[src/rtl/spi_pkg.sv]
package spi_pkg;
  localparam int unsigned BUS_W = 8;

  localparam logic [1:0] ADDR_DATA = 2'd0;
  localparam logic [1:0] ADDR_CTRL = 2'd1;
  localparam logic [1:0] ADDR_STAT = 2'd2;

  typedef struct packed {
    logic irq_en;
    logic master;
    logic enable;
  } ctrl_t;
endpackage

[src/rtl/spi_shift.sv]
module spi_shift #(
  parameter int unsigned W = 8
) (
  input  logic         clk_i,
  input  logic         rst_ni,
  input  logic         tick_i,
  input  logic         start_i,
  input  logic         abort_i,
  input  logic [W-1:0] load_i,
  input  logic         miso_i,
  output logic         busy_o,
  output logic         done_o,
  output logic         sck_o,
  output logic         mosi_o,
  output logic [W-1:0] rx_o
);
  localparam int unsigned CW = (W > 2) ? $clog2(W) : 1;
  localparam logic [CW-1:0] LAST = CW'(W - 1);

  logic [W-1:0]  sr_q;
  logic [W-1:0]  rx_q;
  logic [CW-1:0] cnt_q;
  logic          busy_q, done_q, sck_q, miso_q;

  always_ff @(posedge clk_i or negedge rst_ni) begin
    if (!rst_ni) begin
      sr_q   <= '0;
      rx_q   <= '0;
      cnt_q  <= '0;
      busy_q <= 1'b0;
      done_q <= 1'b0;
      sck_q  <= 1'b0;
      miso_q <= 1'b0;
    end else begin
      done_q <= 1'b0;
      if (abort_i) begin
        busy_q <= 1'b0;
        sck_q  <= 1'b0;
      end else if (start_i) begin
        busy_q <= 1'b1;
        sr_q   <= load_i;
        cnt_q  <= '0;
        sck_q  <= 1'b0;
      end else if (busy_q && tick_i) begin
        if (!sck_q) begin
          sck_q  <= 1'b1;
          miso_q <= miso_i;
        end else begin
          sck_q <= 1'b0;
          sr_q  <= {sr_q[W-2:0], miso_q};
          cnt_q <= cnt_q + 1'b1;
          if (cnt_q == LAST) begin
            busy_q <= 1'b0;
            done_q <= 1'b1;
            rx_q   <= {sr_q[W-2:0], miso_q};
          end
        end
      end
    end
  end

  assign busy_o = busy_q;
  assign done_o = done_q;
  assign sck_o  = sck_q;
  assign mosi_o = sr_q[W-1];
  assign rx_o   = rx_q;

  AST_SCK_TOGGLES: assert property (@(posedge clk_i) disable iff (!rst_ni)
    (busy_q && tick_i && !abort_i && !start_i) |=> (sck_q != $past(sck_q)));
  AST_SCK_IDLE_LOW: assert property (@(posedge clk_i) disable iff (!rst_ni)
    (!busy_q && !start_i) |=> !sck_q);
endmodule

[src/rtl/spi_flags.sv]
module spi_flags (
  input  logic clk_i,
  input  logic rst_ni,
  input  logic done_i,
  input  logic wcol_set_i,
  input  logic modf_set_i,
  input  logic stat_rd_i,
  input  logic data_acc_i,
  input  logic ctrl_acc_i,
  input  logic ctrl_wr_i,
  output logic tc_o,
  output logic wcol_o,
  output logic modf_o
);
  logic tc_q, wcol_q, modf_q;
  logic arm_d_q, arm_m_q;
  logic any_acc, clr_d, clr_m;

  assign any_acc = stat_rd_i | data_acc_i | ctrl_acc_i;
  assign clr_d   = arm_d_q & data_acc_i;
  assign clr_m   = arm_m_q & ctrl_wr_i;

  always_ff @(posedge clk_i or negedge rst_ni) begin
    if (!rst_ni) begin
      tc_q    <= 1'b0;
      wcol_q  <= 1'b0;
      modf_q  <= 1'b0;
      arm_d_q <= 1'b0;
      arm_m_q <= 1'b0;
    end else begin
      // any access other than the matching second step disarms
      if (stat_rd_i)    arm_d_q <= 1'b1;
      else if (any_acc) arm_d_q <= 1'b0;
      if (stat_rd_i)    arm_m_q <= modf_q;
      else if (any_acc) arm_m_q <= 1'b0;
      // set wins over a clear in the same cycle
      if (done_i)      tc_q <= 1'b1;
      else if (clr_d)  tc_q <= 1'b0;
      if (wcol_set_i)  wcol_q <= 1'b1;
      else if (clr_d)  wcol_q <= 1'b0;
      if (modf_set_i)  modf_q <= 1'b1;
      else if (clr_m)  modf_q <= 1'b0;
    end
  end

  assign tc_o   = tc_q;
  assign wcol_o = wcol_q;
  assign modf_o = modf_q;

  AST_TC_ON_DONE: assert property (@(posedge clk_i) disable iff (!rst_ni)
    done_i |=> tc_q);
  AST_TC_CLEAR_SEQ: assert property (@(posedge clk_i) disable iff (!rst_ni)
    (arm_d_q && data_acc_i && !done_i) |=> !tc_q);
  AST_MODF_HOLD: assert property (@(posedge clk_i) disable iff (!rst_ni)
    (modf_q && !ctrl_wr_i) |=> modf_q);
endmodule

[src/rtl/spi_master_flags.sv]
module spi_master_flags
  import spi_pkg::*;
(
  input  logic             clk_i,
  input  logic             rst_ni,
  input  logic [1:0]       addr_i,
  input  logic             wr_i,
  input  logic             rd_i,
  input  logic [BUS_W-1:0] wdata_i,
  output logic [BUS_W-1:0] rdata_o,
  output logic             irq_o,
  input  logic             tick_i,
  output logic             sck_o,
  output logic             sck_oe_o,
  output logic             mosi_o,
  output logic             mosi_oe_o,
  input  logic             miso_i,
  input  logic             ss_ni
);
  ctrl_t            ctrl_q;
  logic             data_wr, data_acc, ctrl_wr, ctrl_acc, stat_rd;
  logic             modf_set, start, wcol_set, active;
  logic             busy, done, sck, mosi;
  logic             tc, wcol, modf;
  logic [BUS_W-1:0] rx;

  assign data_wr  = wr_i & (addr_i == ADDR_DATA);
  assign data_acc = (wr_i | rd_i) & (addr_i == ADDR_DATA);
  assign ctrl_wr  = wr_i & (addr_i == ADDR_CTRL);
  assign ctrl_acc = (wr_i | rd_i) & (addr_i == ADDR_CTRL);
  assign stat_rd  = rd_i & (addr_i == ADDR_STAT);

  assign active   = ctrl_q.enable & ctrl_q.master;
  assign modf_set = active & ~ss_ni;
  assign start    = data_wr & ~tc & ~busy & active & ~modf_set;
  assign wcol_set = data_wr & ~tc & busy;

  always_ff @(posedge clk_i or negedge rst_ni) begin
    if (!rst_ni) begin
      ctrl_q <= '0;
    end else if (modf_set) begin
      ctrl_q.enable <= 1'b0;
      ctrl_q.master <= 1'b0;
      if (ctrl_wr) ctrl_q.irq_en <= wdata_i[2];
    end else if (ctrl_wr) begin
      ctrl_q <= ctrl_t'(wdata_i[2:0]);
    end
  end

  spi_shift #(.W(BUS_W)) u_shift (
    .clk_i   (clk_i),
    .rst_ni  (rst_ni),
    .tick_i  (tick_i),
    .start_i (start),
    .abort_i (modf_set),
    .load_i  (wdata_i),
    .miso_i  (miso_i),
    .busy_o  (busy),
    .done_o  (done),
    .sck_o   (sck),
    .mosi_o  (mosi),
    .rx_o    (rx)
  );

  spi_flags u_flags (
    .clk_i      (clk_i),
    .rst_ni     (rst_ni),
    .done_i     (done),
    .wcol_set_i (wcol_set),
    .modf_set_i (modf_set),
    .stat_rd_i  (stat_rd),
    .data_acc_i (data_acc),
    .ctrl_acc_i (ctrl_acc),
    .ctrl_wr_i  (ctrl_wr),
    .tc_o       (tc),
    .wcol_o     (wcol),
    .modf_o     (modf)
  );

  always_comb begin
    unique case (addr_i)
      ADDR_DATA: rdata_o = rx;
      ADDR_CTRL: rdata_o = {{(BUS_W-3){1'b0}}, ctrl_q};
      ADDR_STAT: rdata_o = {tc, wcol, 1'b0, modf, 4'b0000};
      default:   rdata_o = '0;
    endcase
  end

  assign irq_o     = ctrl_q.irq_en & (tc | modf);
  assign sck_o     = sck;
  assign mosi_o    = mosi;
  assign sck_oe_o  = active;
  assign mosi_oe_o = active;

  AST_MODF_DROPS_MASTER: assert property (@(posedge clk_i) disable iff (!rst_ni)
    modf_set |=> (!ctrl_q.enable && !ctrl_q.master && modf));
  AST_WR_IGNORED_ON_TC: assert property (@(posedge clk_i) disable iff (!rst_ni)
    (data_wr && tc && !busy) |=> !busy);
endmodule

[config.mk]
export PLATFORM = sky130hd
export DESIGN_NAME = spi_master_flags
export DESIGN_NICKNAME = d
export VERILOG_FILES = /design/src/rtl/spi_pkg.sv /design/src/rtl/spi_shift.sv /design/src/rtl/spi_flags.sv /design/src/rtl/spi_master_flags.sv
export SDC_FILE = /design/constraint.sdc
export NUM_CORES = 1
export LEC_CHECK = 0
export BUFFER_PORTS_ARGS = -buffer_cell sky130_fd_sc_hd__buf_2
export CAP_MARGIN = 20
export CORE_ASPECT_RATIO = 0.8
export CORE_MARGIN = 8
export CORE_UTILIZATION = 25
export DETAILED_ROUTE_END_ITERATION = 10
export GPL_TIMING_DRIVEN = 0
export PLACE_DENSITY_LB_ADDON = 0.05
export SYNTH_ARGS = -nofsm -noshare
export SYNTH_HDL_FRONTEND = slang
export SYNTH_SLANG_ARGS = --single-unit
[constraint.sdc]
create_clock -name clk_i -period 1.7 [get_ports clk_i]
set_input_delay 0 -clock clk_i [delete_from_list [all_inputs] [get_ports clk_i]]
set_output_delay 0 -clock clk_i [all_outputs]
set_load 0.05 [all_outputs]
# Word level (Yosys, flattened, before mapping)

Index checks and enable logic that the tools add are counted.

Bits in registers: 31
Input bits: 17

Add/subtract/negate cells: 1
Equal/unequal tests: 3
Multiplexer cells: 32
Bitwise logic cells: 25
Reductions and logical operators: 16

Operators with widths:

| operator                                                               | count |
|---|---|
| 8-bit two-way mux                                                      | 3 |
| 8-bit one-hot mux with 3 select lines                                  | 1 |
| 1-bit two-way mux                                                      | 23 |
| 1-bit AND                                                              | 15 |
| 3-bit two-way mux                                                      | 5 |
| 2-bit nonzero test                                                     | 7 |
| 3-bit nonzero test                                                     | 3 |
| 1-bit NOT                                                              | 6 |
| 3-bit AND reduction                                                    | 2 |
| 5-bit AND reduction                                                    | 1 |
| 1-bit OR                                                               | 4 |
| 4-bit AND reduction                                                    | 1 |
| 3-bit by 1-bit adder with 3-bit output (second input constant)         | 1 |
| 3-bit equality test (second input constant)                            | 1 |
| 2-bit by 1-bit equality test with 1-bit output (second input constant) | 1 |
| 2-bit equality test (second input constant)                            | 1 |
| 2-bit zero test                                                        | 1 |
| 1-bit logical AND                                                      | 1 |

# Depth between registers and ports, before layout

Word-level depth: 8
Gate-level depth with buffers: 6
Gate-level depth less buffers: 5

# Modules after synthesis

Synthesis repeated with hierarchy kept, for this count alone.

Cells, all modules: 131
Area total of the unflattened synthesis: 1610.3 um^2

Modules (own cells, without submodules):

| module           | times used | cells each | area an instance (um^2) | seq. area each (um^2) |
|---|---|---|---|---|
| spi_shift        | 1          | 76         | 1069.8                  | 575.6 |
| spi_master_flags | 1          | 41         | 359.1                   | 75.1 |
| spi_flags        | 1          | 14         | 181.4                   | 125.1 |

# Worst setup path before layout

No wires, ideal clock.

Path type: register -> register
Start point: register u_shift.sck_q (netlist: u_shift.sck_o)
End point: register u_shift.sr_q[6]
Setup time: 0.124 ns
Arrival: 1.478 ns
Setup slack: 0.098 ns
Stages on the path, launching flop included: 5
Path through: dfrtp_1 > and3_2 > buf_2 > a21boi_0 > o31a_1

Word-level cells in the longest chain between the ends: 2

RTL lines:

| what                          | line            | source |
|---|---|---|
| start, declared               | spi_shift.sv:23 | `logic busy_q, done_q, sck_q, miso_q;` |
| start signal, assigned        | spi_shift.sv:32 | `sck_q <= 1'b0;` |
| start signal, assigned        | spi_shift.sv:38 | `sck_q <= 1'b0;` |
| start signal, assigned        | spi_shift.sv:43 | `sck_q <= 1'b0;` |
| 2-bit nonzero test (no line)  | --              |  |
| 3-bit AND reduction (no line) | --              |  |
| end signal, assigned          | spi_shift.sv:41 | `sr_q <= load_i;` |
| end signal, assigned          | spi_shift.sv:50 | `sr_q <= {sr_q[W-2:0], miso_q};` |
| end, declared                 | spi_shift.sv:20 | `logic [W-1:0] sr_q;` |

No other way between the ends.
A chain may end at the register's enable or synchronous reset.

# Worst setup path after layout

Start point: register u_shift.cnt_q[0]
End point: register u_shift.rx_q[0] (netlist: u_shift.rx_o[0])

Word-level cells in the longest chain between the ends: 2

RTL lines:

| what                          | line            | source |
|---|---|---|
| start, declared               | spi_shift.sv:22 | `logic [CW-1:0] cnt_q;` |
| start signal, assigned        | spi_shift.sv:51 | `cnt_q <= cnt_q + 1'b1;` |
| 3-bit equality test           | spi_shift.sv:52 | `if (cnt_q == LAST) begin` |
| 5-bit AND reduction (no line) | --              |  |
| end signal, assigned          | spi_shift.sv:55 | `rx_q <= {sr_q[W-2:0], miso_q};` |
| end, declared                 | spi_shift.sv:21 | `logic [W-1:0] rx_q;` |

No other way between the ends.

==> impl_table.tex <==
\begin{tabular}{lr}
\hline
Metric & Value \\
\hline
\multicolumn{2}{l}{\textbf{Floorplan}} \\
\quad Effective utilization at floorplan & 0.255 \\
\quad Horizontal extent of the die & roughly 110 microns \\
\quad Row count & 26 \\
\quad I/O pins & 30 \\
\quad Core region area & between 6000 and 7000 sq um \\
\quad Height of the die & slightly below 90 microns \\
\quad DIE AREA & around 9300 sq um \\
\multicolumn{2}{l}{\textbf{STA}} \\
\quad Setup-violating endpoint count in the final report & 0 \\
\quad Relative max-transition margin & 0.496 \\
\quad Slew @ Worst Pin & roughly 0.76 ns \\
\quad Min cycle time layout & 1.58 ns \\
\quad Minimum setup slack in the final design & about 0.12 ns \\
\quad Max Clock Freq & approximately 630 MHz \\
\quad Setup repair after global routing missed its margin & false \\
\quad Total negative slack for setup checks & 0 ns \\
\quad Skew final & 0.00284 ns \\
\quad Post-route fraction of the period consumed by the critical path & 0.932 \\
\quad Smallest hold slack & 0.0494 ns \\
\quad Final Hold Viols & 0 \\
\quad Max-slew violation count & 0 \\
\multicolumn{2}{l}{\textbf{Clocking}} \\
\quad Number of buffers created by CTS & 5 \\
\quad Post-CTS Repair Setup Buffers & 0 \\
\quad Maximum buffer depth of the clock tree & 2 \\
\quad Clock latency of the later-clocked register in the worst-skew pair & around 0.28 ns \\
\quad CTS sink cnt & 31 \\
\quad Clock edge transition at the registers on the reported setup and hold paths & approximately 0.07 ns \\
\quad H-tree levels & 2 \\
\quad Root buf cell & clkbuf\_8 \\
\quad Clock tree from TritonCTS & built \\
\multicolumn{2}{l}{\textbf{Setup path}} \\
\quad Critical register-to-register path startpoint & u\_shift.cnt\_q[0] \\
\quad Required time of the critical path & 1.87 ns \\
\quad Arrival time of data at the critical path endpoint & $\sim$1.8 ns \\
\quad Number of cells on the worst reg-to-reg path & 5 \\
\quad Slack of the worst reg-to-reg path & 0.12 ns \\
\quad Maximum net fanout on the critical path & 9 \\
\quad CP Capture Type & register \\
\quad Critical Path Start Type & register \\
\quad Worst Path Class, Setup & register to register \\
\quad Destination of the worst register-to-register timing path & u\_shift.rx\_o[0] \\
\multicolumn{2}{l}{\textbf{Yosys}} \\
\quad Synth async-reset ratio & 1.00 \\
\quad Count of synthesis-stage warnings from yosys & 0 \\
\quad Top cell type by total area after synthesis & dfrtp\_1 \\
\quad Number of distinct library cells after synthesis & 37 \\
\quad Top flip-flop cell by instance count after synthesis & dfrtp\_1 \\
\quad Top post-synthesis cells by area & dfrtp\_1, mux2\_2, nand3\_1 \\
\quad Synth top area share & 0.482 \\
\quad Synthesized Nets & between 150 and 200 \\
\quad Most common library cells after synthesis & dfrtp\_1, nand3\_1, o21ai\_0 \\
\quad Count of flip-flops with a built-in enable after synthesis & 0 \\
\quad Syn Inst Count & roughly 150 \\
\quad Most repeated cell in the gate-level netlist after synthesis & dfrtp\_1 \\
\quad Sequential fraction of the synthesis area & 0.482 \\
\quad Register bit count reported by yosys & 31 \\
\quad Mean instance size in the synthesized netlist & 10.9 sq um \\
\quad Post-synthesis cell area & 1610 sq um \\
\multicolumn{2}{l}{\textbf{Final layout}} \\
\quad Multi-input logic area & between 700 and 800 sq um \\
\quad Layout Utilization & 0.322 \\
\quad Number of antenna cells inserted & 0 \\
\quad Number of fill cells & $\sim$700 \\
\quad Number of nets in the finished design & 210 \\
\quad Cell Count, Final, Fillers Out & approximately 280 \\
\quad Register area & 776 sq um \\
\quad Proportion of layout cells with a drive suffix above 1 & 0.328 \\
\quad Synth-to-Final Area Change & 26.5\% \\
\quad Finished layout cell area & between 2000 and 2500 sq um \\
\multicolumn{2}{l}{\textbf{Place}} \\
\quad Number of cells after detailed placement & about 260 \\
\quad Number of I/O port buffers & 28 \\
\quad Pre-CTS WS & 0.0549 ns \\
\quad Placed wire-length estimate & between 3000 and 4000 microns \\
\quad Placed instance area & 1850 sq um \\
\quad Placer's final routability congestion estimate & about 0.74 \\
\multicolumn{2}{l}{\textbf{Routing}} \\
\quad Average routed wire per standard cell & 15.8 microns \\
\quad Routed WL & between 4000 and 5000 microns \\
\quad Residual antenna-violating net count after detailed routing & 0 \\
\quad Detailed router's first-iteration violation count & 67 \\
\quad Vias after detailed routing & roughly 1300 \\
\quad DRC violation count after routing & 0 \\
\quad First-pass iteration count of the detailed router & 4 \\
\quad Detail-routed via count per cell & about 4.7 \\
\multicolumn{2}{l}{\textbf{GRT}} \\
\quad Maximum number of pins on one net before global-route repair & 32 \\
\quad Aggregate global routing overflow & 0 \\
\quad First-pass GRT wire length & 7320 microns \\
\quad Antenna violations before repair & 0 \\
\quad GR Util All Layers & 0.102 \\
\quad Number of global-route vias before repair & approximately 1400 \\
\multicolumn{2}{l}{\textbf{Job}} \\
\quad Number of violations of the max-capacitance limit & 0 \\
\multicolumn{2}{l}{\textbf{Min path}} \\
\quad Hold\_sp & wdata\_i[6] \\
\quad Type of the tightest min-delay check & input pin to register \\
\quad Cells on Worst Hold Path & 3 \\
\quad Worst hold path endpoint & u\_shift.sr\_q[6] \\
\multicolumn{2}{l}{\textbf{Outcome}} \\
\quad Status & complete, no violations \\
\multicolumn{2}{l}{\textbf{Power and ir drop}} \\
\quad Largest voltage drop on the vdd net & approximately 0.54 mV \\
\quad Switching part of the total & 0.380 \\
\quad Portion of total power attributed to the clock network & 0.228 \\
\quad Part of the total power dissipated in combinational logic & 0.333 \\
\quad Leakage power summed over all cells & around 1.0 nW \\
\quad Total power divided by cell area & 1210 nW/um\^{}2 \\
\quad Overall power of the completed layout & between 2 and 2.5 mW \\
\quad Net switching power & about 0.93 mW \\
\quad Reg power frac & 0.439 \\
\quad Cell-internal power & around 1.5 mW \\
\hline
\end{tabular}
[sequential cells by signal, summed over array words and instances, names as in the netlist]
register	cells
u_shift.cnt_q	3
u_shift.rx_o	8
u_flags.modf_o	1
ctrl_q	3
u_flags.arm_d_q	1
u_flags.tc_o	1
u_shift.sr_q	8
u_shift.sck_o	1
u_shift.miso_q	1
u_flags.arm_m_q	1
u_flags.wcol_o	1
u_shift.done_o	1
u_shift.busy_o	1
[power by group through the flow]
stage | Combinational [mW] | Sequential, mW | Clock (mW)
2_1_floorplan | 0.556 | 1.10 | 0
3_3_place_gp | 0.796 | 1.09 | 0
3_5_place_dp | 0.811 | 1.09 | 0
4_1_cts | 0.827 | 1.08 | 0.591
5_1_grt | 0.901 | 1.11 | 0.622
6_report | 0.817 | 1.08 | 0.561
[area by class of cell]
cell class,instances,share of cell area
plain buffers,11,0.0382
clock buffers,7,0.0375
clock inverters,1,0.00246
inverters,2,0.00369
multi-input cells,103,0.372
flip-flops and latches,31,0.382
well taps,84,0.0517
repair buffers,37,0.113
[cell families after synthesis]
group | share of synthesized area
compound gates | 0.153
xor+xnor | 0.00545
fa+ha+maj | 0.0156
buf+inv | 0.0521
flops | 0.482
mux | 0.114
simple gates | 0.177
[what timing repair did]
item                                    CTS  global route
endpoints found under the setup margin    0             9
hold endpoints to repair                 42             0
gates resized for setup                   0             4
hold buffers                              9             0
[layout by cell type (no fill, tap or decap), types with 2 or more instances in the layout]
master          n
buf_4           3
dfrtp_1        31
nand3_1        17
and3_1          2
nand2b_1        3
a21oi_1         6
mux2_2         10
buf_2          29
nand2_1         3
and2_1          3
nor2_1          9
nand3b_1        4
o21ai_0        11
clkbuf_1        4
dlygate4sd3_1   9
o211ai_2        6
ha_1            2
a21boi_0        2
buf_6           3
clkbuf_8        5
inv_1           2
o21a_1          2
mux2i_1         7
[worst max-delay path by stage]
stage | to | start | cells past startpoint
detailed placement | u_shift.rx_o[0] | u_shift.cnt_q[0] | 5
global placement | u_shift.rx_o[0] | u_shift.cnt_q[0] | 5
finish | u_shift.rx_o[0] | u_shift.cnt_q[0] | 5
CTS | u_shift.rx_o[0] | u_shift.cnt_q[0] | 5
global route | u_shift.busy_o | ctrl_q[0] | 4
floorplan | u_shift.sr_q[6] | u_shift.sck_o | 4
[layer usage]
metal / GRT usage / vias up / share of wire
li1: - / 622 / -
met1: 0.129 / 650 / 0.48
met2: 0.158 / 23 / 0.47
met3: 0.0301 / 7 / 0.038
met4: 0.0408 / 0 / 0.012
met5: 0 / - / 0
[critical path, cell delays in order (launching register included)]
cell	delay, ns
dfrtp_1	0.39
ha_1	0.21
ha_1	0.17
and3_1	0.18
nand3_4	0.17
mux2_2	0.35
Power figures use the tool's default switching activity.
